--- config.mk ---
export PLATFORM = sky130hd
export DESIGN_NAME = traffic_stat_mon
export DESIGN_NICKNAME = d
export VERILOG_FILES = /design/src/rtl/traffic_stat_pkg.sv /design/src/rtl/stat_sat_ctr.sv /design/src/rtl/traffic_stat_ctrl.sv /design/src/rtl/traffic_stat_dpath.sv /design/src/rtl/traffic_stat_mon.sv
export SDC_FILE = /design/constraint.sdc
export NUM_CORES = 1
export LEC_CHECK = 0
export ABC_AREA = 1
export BUFFER_PORTS_ARGS = -buffer_cell sky130_fd_sc_hd__clkbuf_2
export CORE_MARGIN = 3
export CORE_UTILIZATION = 60
export CTS_CLUSTER_SIZE = 24
export DETAILED_ROUTE_END_ITERATION = 12
export GPL_TIMING_DRIVEN = 0
export PLACE_DENSITY = 0.89
export SYNTH_ARGS = -nofsm -noshare
export SYNTH_HDL_FRONTEND = slang
export SYNTH_SLANG_ARGS = --single-unit
export TNS_END_PERCENT = 20
--- constraint.sdc ---
create_clock -name clk -period 3.94 [get_ports clk]
set_input_delay 0.394 -clock clk [delete_from_list [all_inputs] [get_ports clk]]
set_output_delay 0.394 -clock clk [all_outputs]
set_load 0.02 [all_outputs]
--- src/rtl/traffic_stat_pkg.sv ---
package traffic_stat_pkg;

  localparam logic [15:0] ADR_TOTAL = 16'h3d00;
  localparam logic [15:0] ADR_GOOD  = 16'h3d01;
  localparam logic [15:0] ADR_BAD   = 16'h3d02;
  localparam logic [15:0] ADR_BLO   = 16'h3d03;
  localparam logic [15:0] ADR_BHI   = 16'h3d04;
  localparam logic [15:0] ADR_ERR   = 16'h3d07;

  localparam int NUM_CAUSE = 6;
  localparam int CAUSE_LSB = 4;
  localparam int SUMMARY_BIT = 3;

  typedef enum logic [2:0] {
    SEL_NONE, SEL_TOTAL, SEL_GOOD, SEL_BAD, SEL_BLO, SEL_BHI, SEL_ERR
  } rd_sel_e;

  typedef struct packed {
    logic                 incTotal;
    logic                 incGood;
    logic                 incBad;
    logic [NUM_CAUSE-1:0] errSet;
    logic                 clrErr;
    logic                 snapHi;
    logic                 rdEn;
    rd_sel_e              rdSel;
  } stat_strobe_t;

endpackage

--- src/rtl/stat_sat_ctr.sv ---
module stat_sat_ctr #(
  parameter int W  = 32,
  parameter int IW = 1
) (
  input  logic          clk,
  input  logic          rstN,
  input  logic [IW-1:0] inc,
  output logic [W-1:0]  value
);
  localparam int SW = W + 1;

  logic [W:0] sum;
  assign sum = {1'b0, value} + SW'(inc);

  always_ff @(posedge clk or negedge rstN) begin
    if (!rstN) begin
      value <= '0;
    end else if (|inc) begin
      value <= sum[W] ? '1 : sum[W-1:0];
    end
  end
endmodule

--- src/rtl/traffic_stat_ctrl.sv ---
module traffic_stat_ctrl
  import traffic_stat_pkg::*;
#(
  parameter int DATA_BYTES = 8,
  parameter int EMPTY_W    = $clog2(DATA_BYTES),
  parameter int ADD_W      = $clog2(DATA_BYTES + 1)
) (
  input  logic                 clk,
  input  logic                 rstN,
  input  logic                 rxValid,
  input  logic                 rxSop,
  input  logic                 rxEop,
  input  logic [EMPTY_W-1:0]   rxEmpty,
  input  logic [NUM_CAUSE-1:0] rxErr,
  input  logic [15:0]          regAddr,
  input  logic                 regRd,
  input  logic                 regWr,
  output stat_strobe_t         stb,
  output logic [ADD_W-1:0]     byteAdd,
  output logic                 inPkt
);
  logic accept;
  logic lastBeat;
  logic anyErr;

  assign accept   = rxValid && (rxSop || inPkt);
  assign lastBeat = accept && rxEop;
  assign anyErr   = |rxErr;

  always_ff @(posedge clk or negedge rstN) begin
    if (!rstN) begin
      inPkt <= 1'b0;
    end else if (accept) begin
      inPkt <= !rxEop;
    end
  end

  always_comb begin
    if (!accept) begin
      byteAdd = '0;
    end else if (rxEop) begin
      byteAdd = ADD_W'(DATA_BYTES) - ADD_W'(rxEmpty);
    end else begin
      byteAdd = ADD_W'(DATA_BYTES);
    end
  end

  rd_sel_e sel;
  always_comb begin
    case (regAddr)
      ADR_TOTAL: sel = SEL_TOTAL;
      ADR_GOOD:  sel = SEL_GOOD;
      ADR_BAD:   sel = SEL_BAD;
      ADR_BLO:   sel = SEL_BLO;
      ADR_BHI:   sel = SEL_BHI;
      ADR_ERR:   sel = SEL_ERR;
      default:   sel = SEL_NONE;
    endcase
  end

  always_comb begin
    stb.incTotal = lastBeat;
    stb.incGood  = lastBeat && !anyErr;
    stb.incBad   = lastBeat && anyErr;
    stb.errSet   = lastBeat ? rxErr : '0;
    stb.clrErr   = regWr && (sel == SEL_ERR);
    stb.snapHi   = regRd && (sel == SEL_BLO);
    stb.rdEn     = regRd;
    stb.rdSel    = sel;
  end
endmodule

--- src/rtl/traffic_stat_dpath.sv ---
module traffic_stat_dpath
  import traffic_stat_pkg::*;
#(
  parameter int CNT_W  = 32,
  parameter int BYTE_W = 64,
  parameter int LO_W   = 32,
  parameter int ADD_W  = 4,
  parameter int REG_W  = 32
) (
  input  logic                 clk,
  input  logic                 rstN,
  input  stat_strobe_t         stb,
  input  logic [ADD_W-1:0]     byteAdd,
  output logic [REG_W-1:0]     regRdata,
  output logic [CNT_W-1:0]     totCnt,
  output logic [CNT_W-1:0]     goodCnt,
  output logic [CNT_W-1:0]     badCnt,
  output logic [BYTE_W-1:0]    byteCnt,
  output logic [NUM_CAUSE-1:0] errCause,
  output logic                 errAny
);
  localparam int HI_W = BYTE_W - LO_W;

  logic [2:0][CNT_W-1:0] pktCnt;
  logic [2:0]            pktInc;

  assign pktInc = {stb.incBad, stb.incGood, stb.incTotal};

  for (genvar g = 0; g < 3; g++) begin : g_pkt
    stat_sat_ctr #(.W(CNT_W), .IW(1)) u_ctr (
      .clk   (clk),
      .rstN  (rstN),
      .inc   (pktInc[g]),
      .value (pktCnt[g])
    );
  end

  assign totCnt  = pktCnt[0];
  assign goodCnt = pktCnt[1];
  assign badCnt  = pktCnt[2];

  stat_sat_ctr #(.W(BYTE_W), .IW(ADD_W)) u_bytes (
    .clk   (clk),
    .rstN  (rstN),
    .inc   (byteAdd),
    .value (byteCnt)
  );

  logic [HI_W-1:0] hiSnap;

  always_ff @(posedge clk or negedge rstN) begin
    if (!rstN) begin
      errCause <= '0;
      errAny   <= 1'b0;
      hiSnap   <= '0;
    end else begin
      if (stb.clrErr) begin
        errCause <= stb.errSet;
        errAny   <= |stb.errSet;
      end else begin
        errCause <= errCause | stb.errSet;
        errAny   <= errAny | (|stb.errSet);
      end
      if (stb.snapHi) begin
        hiSnap <= byteCnt[BYTE_W-1:LO_W];
      end
    end
  end

  logic [REG_W-1:0] errWord;
  always_comb begin
    errWord = '0;
    errWord[CAUSE_LSB +: NUM_CAUSE] = errCause;
    errWord[SUMMARY_BIT] = errAny;
  end

  logic [REG_W-1:0] rdNext;
  always_comb begin
    case (stb.rdSel)
      SEL_TOTAL: rdNext = REG_W'(totCnt);
      SEL_GOOD:  rdNext = REG_W'(goodCnt);
      SEL_BAD:   rdNext = REG_W'(badCnt);
      SEL_BLO:   rdNext = REG_W'(byteCnt[LO_W-1:0]);
      SEL_BHI:   rdNext = REG_W'(hiSnap);
      SEL_ERR:   rdNext = errWord;
      default:   rdNext = '0;
    endcase
  end

  always_ff @(posedge clk or negedge rstN) begin
    if (!rstN) begin
      regRdata <= '0;
    end else if (stb.rdEn) begin
      regRdata <= rdNext;
    end
  end
endmodule

--- src/rtl/traffic_stat_mon.sv ---
module traffic_stat_mon
  import traffic_stat_pkg::*;
#(
  parameter int DATA_BYTES = 8,
  parameter int CNT_W      = 32,
  parameter int BYTE_W     = 64,
  parameter int LO_W       = 32,
  parameter int EMPTY_W    = $clog2(DATA_BYTES)
) (
  input  logic                 clk,
  input  logic                 rstN,
  input  logic                 rxValid,
  input  logic                 rxSop,
  input  logic                 rxEop,
  input  logic [EMPTY_W-1:0]   rxEmpty,
  input  logic [NUM_CAUSE-1:0] rxErr,
  input  logic [15:0]          regAddr,
  input  logic                 regRd,
  input  logic                 regWr,
  output logic [31:0]          regRdata
);
  localparam int ADD_W = $clog2(DATA_BYTES + 1);

  stat_strobe_t         stb;
  logic [ADD_W-1:0]     byteAdd;
  logic                 inPkt;
  logic [CNT_W-1:0]     totCnt;
  logic [CNT_W-1:0]     goodCnt;
  logic [CNT_W-1:0]     badCnt;
  logic [BYTE_W-1:0]    byteCnt;
  logic [NUM_CAUSE-1:0] errCause;
  logic                 errAny;

  traffic_stat_ctrl #(
    .DATA_BYTES (DATA_BYTES),
    .EMPTY_W    (EMPTY_W),
    .ADD_W      (ADD_W)
  ) u_ctrl (
    .clk     (clk),
    .rstN    (rstN),
    .rxValid (rxValid),
    .rxSop   (rxSop),
    .rxEop   (rxEop),
    .rxEmpty (rxEmpty),
    .rxErr   (rxErr),
    .regAddr (regAddr),
    .regRd   (regRd),
    .regWr   (regWr),
    .stb     (stb),
    .byteAdd (byteAdd),
    .inPkt   (inPkt)
  );

  traffic_stat_dpath #(
    .CNT_W  (CNT_W),
    .BYTE_W (BYTE_W),
    .LO_W   (LO_W),
    .ADD_W  (ADD_W),
    .REG_W  (32)
  ) u_dpath (
    .clk      (clk),
    .rstN     (rstN),
    .stb      (stb),
    .byteAdd  (byteAdd),
    .regRdata (regRdata),
    .totCnt   (totCnt),
    .goodCnt  (goodCnt),
    .badCnt   (badCnt),
    .byteCnt  (byteCnt),
    .errCause (errCause),
    .errAny   (errAny)
  );
endmodule

==> impl_metrics.json <==
{
  "wirelength_met1_um": 19490,
  "fin_nets": 2495,
  "synth_fp_nets": 2399,
  "rrSetupSlack_ns": 0.24,
  "multiInputGateArea_sq_um": 8289,
  "rsz0062_at_grt": "false",
  "drc": 0,
  "first_iter_violations": 1903,
  "seq_area_sq_um": 5806,
  "grt_max_degree": 100,
  "start_util": 0.6108,
  "max-slew-margin-rel": 0.5653,
  "wl_met2_um": 24100,
  "status": "complete, no violations",
  "synth.distinct_cells": 45,
  "post-route-period-util": 0.9388,
  "cts_sinks": 232,
  "final_cell_mix": "nand2_1, nand3_1, inv_1",
  "tightest_slew_ns": 0.6471,
  "final_layout_size_suffix_gt1_frac": 0.08907,
  "synth_edf_count": 0,
  "min_period_ns": 3.699,
  "syn_inst": 2355,
  "syn-cell-area_sq_um": 15420,
  "root_buffer": "clkbuf_16",
  "path_clk_slew_ns": 0.06,
  "grt_antenna_before_repair": 0,
  "dp_slack_ns": 0.1536,
  "vias": 16700,
  "setup_violations": 0,
  "ios": 64,
  "yosys_warnings": 0,
  "n_fill_cell": 2236,
  "wl_um": 53120,
  "cts_tree": "done",
  "power_leakage_uw": 0.008389,
  "hold_violations": 0,
  "critPathArrivalTime_ns": 4.19,
  "maxCapViolations": 0,
  "ys.flop_type": "dfrtp_1",
  "fin_ws_ns": 0.2410,
  "clock_latency_ns": 0.56,
  "row_count": 58,
  "fmax_mhz": 270.3,
  "hold_slack_ns": 0.1203,
  "holdCritPathClass": "input port to flop",
  "cp_data_required_time_ns": 4.43,
  "whs_path_depth": 3,
  "grt_usage": 0.3764,
  "cts_buffers": 27,
  "rr_worst_depth": 18,
  "clock_path_buffers": 3,
  "die_y_um": 166.3,
  "path_max_fanout": 10,
  "timing.rr.start": "u_ctrl.inPkt",
  "vdd_drop_max_mv": 0.3426,
  "met3_length_um": 5521,
  "antenna_cells": 0,
  "dr.pass1.iters": 6,
  "final_common_cell": "nand2_1",
  "routed.top_layer": "met4",
  "start_kind": "flop",
  "dpl.hpwl_um": 40990,
  "crit_type": "flop to flop",
  "grt_first_pass_wirelength_um": 83590,
  "viasPerCell": 5.963,
  "core_region_area_sq_um": 25250,
  "die-width_um": 166.3,
  "place.gp.congestion": 1.079,
  "syn_to_final_growth_pct": 10.98,
  "wire_per_inst_um": 18.97,
  "cp-end-kind": "flop",
  "die_area_sq_um": 27670,
  "grt_pass1_vias": 15840,
  "drv_slew": 0,
  "cp-endpoint": "u_dpath.g_pkt[2].u_ctr.value[12]",
  "ys_seq_area_frac": 0.3764,
  "cts_max_level": 1,
  "startpoint": "u_ctrl.inPkt",
  "gr-total-overflow": 0,
  "port_buffers": 62,
  "timing.rr.end": "u_dpath.g_pkt[2].u_ctr.value[12]",
  "synthArstFlopShare": 1.000,
  "drtAntennaViolNets": 0,
  "powerDensity_nw_per_um2": 383.9,
  "avgSynthCellArea_sq_um": 6.550,
  "ys_seq_elements": 232,
  "skew_ns": 0.01888
}
-- flip-flops by register name, indices dropped and copies added, names as in the netlist --
signal / cells
u_dpath.errAny: 1
u_dpath.u_bytes.value: 64
u_dpath.g_pkt.u_ctr.value: 96
u_dpath.regRdata: 32
u_dpath.errCause: 6
u_ctrl.inPkt: 1
u_dpath.hiSnap: 32
-- Yosys cell counts (2+ instances only) --
master / n / area share
a21oi_2: 2 / 0.0011
and2_1: 4 / 0.0016
buf_2: 33 / 0.011
buf_4: 5 / 0.0024
buf_6: 6 / 0.0044
clkbuf_1: 23 / 0.0056
clkbuf_2: 2 / 0.00065
dfrtp_1: 232 / 0.38
ha_1: 11 / 0.0089
inv_1: 250 / 0.061
inv_2: 6 / 0.0015
nand2_1: 827 / 0.20
nand2_2: 7 / 0.0028
nand2_4: 3 / 0.0022
nand3_1: 259 / 0.084
nand3_2: 12 / 0.0078
nand3b_1: 15 / 0.0073
nand4_1: 45 / 0.018
nor2_1: 235 / 0.057
nor2_2: 14 / 0.0057
nor2_4: 5 / 0.0036
nor3_1: 38 / 0.012
nor3_2: 2 / 0.0013
nor3_4: 2 / 0.0021
nor3b_1: 2 / 0.00097
o21ai_0: 192 / 0.062
o21ai_1: 44 / 0.014
o21ai_2: 2 / 0.0011
o22ai_1: 3 / 0.0012
or2_0: 3 / 0.0012
or2_2: 12 / 0.0049
xnor2_1: 7 / 0.0040
xor2_1: 40 / 0.023
-- what timing repair did --
action                                 4_1_cts  5_1_grt
setup buffers                                0        2
gates resized for setup                      0        1
endpoints found under the hold margin       54        0
hold buffers                                 1        0
setup endpoints to repair                    0       11
-- worst min-delay path by stage --
stage                         startpoint                    to  slack [ns]
global route                    rxErr[2]   u_dpath.errCause[2]        0.13
detailed placement                  rstN   u_dpath.errCause[2]        0.40
finish                          rxErr[5]   u_dpath.errCause[5]        0.12
floorplan                           rstN          u_ctrl.inPkt         0.1
CTS                             rxErr[0]   u_dpath.errCause[0]        0.11
global placement    u_dpath.regRdata[13]  u_dpath.regRdata[13]        0.46
-- stage by stage --
stage / std cells / setup TNS, ns / instance area [sq um] / power [uW] / utilization
global placement: 2747 / -505.52 / 16150 / 3969 / 0.6394
global route: 2800 / 0 / 17120 / 6844 / 0.6778
CTS: 2798 / 0 / 17100 / 6527 / 0.6770
detailed placement: 2749 / 0 / 16210 / 4021 / 0.6419
floorplan: 2355 / 0 / 15420 / 3582 / -
finish: 2800 / 0 / 17120 / 6571 / 0.6778
-- worst max-delay path: stages (launching register included) --
cell,delay [ns]
dfrtp_1,0.37
o21ai_1,0.15
nor2_4,0.27
buf_4,0.19
nand2_1,0.16
buf_4,0.26
inv_1,0.15
buf_2,0.26
ha_1,0.30
ha_1,0.25
inv_1,0.11
nor3_4,0.20
nand4_1,0.17
nor2_4,0.19
nand3b_1,0.16
inv_1,0.09
nand2_1,0.07
buf_2,0.20
nand3_1,0.09
-- where the power goes --
part	switching (uW)	total [uW]	internal (uW)
registers	344	2960	2610
clock network	1050	2540	1490
logic	738	1070	336
total	2130	6570	4440
-- cell families (layout without fill, tap and decap cells) --
family,Yosys count,count (layout),share of synthesized area
simple gates,1492,1492,0.4193
flops,232,232,0.3764
compound gates,245,245,0.08087
fa+ha+maj,12,12,0.01022
xor+xnor,47,47,0.02669
buf+inv,327,442,0.08655
-- per-layer routing --
metal / vias up / track usage
met5: - / 0
met4: 0 / 0.2278
met3: 259 / 0.06951
met2: 1042 / 0.6137
met1: 7674 / 0.4678
li1: 7720 / -
-- layout make-up --
class | count | share of cell area
plain buffers | 70 | 0.02164
clock buffers | 41 | 0.04546
clock inverters | 7 | 0.005701
inverters | 257 | 0.05636
multi-input cells | 1796 | 0.4842
flip-flops and latches | 232 | 0.3392
well taps | 330 | 0.02412
repair buffers | 67 | 0.02332
(Power assumes the default switching activity.)
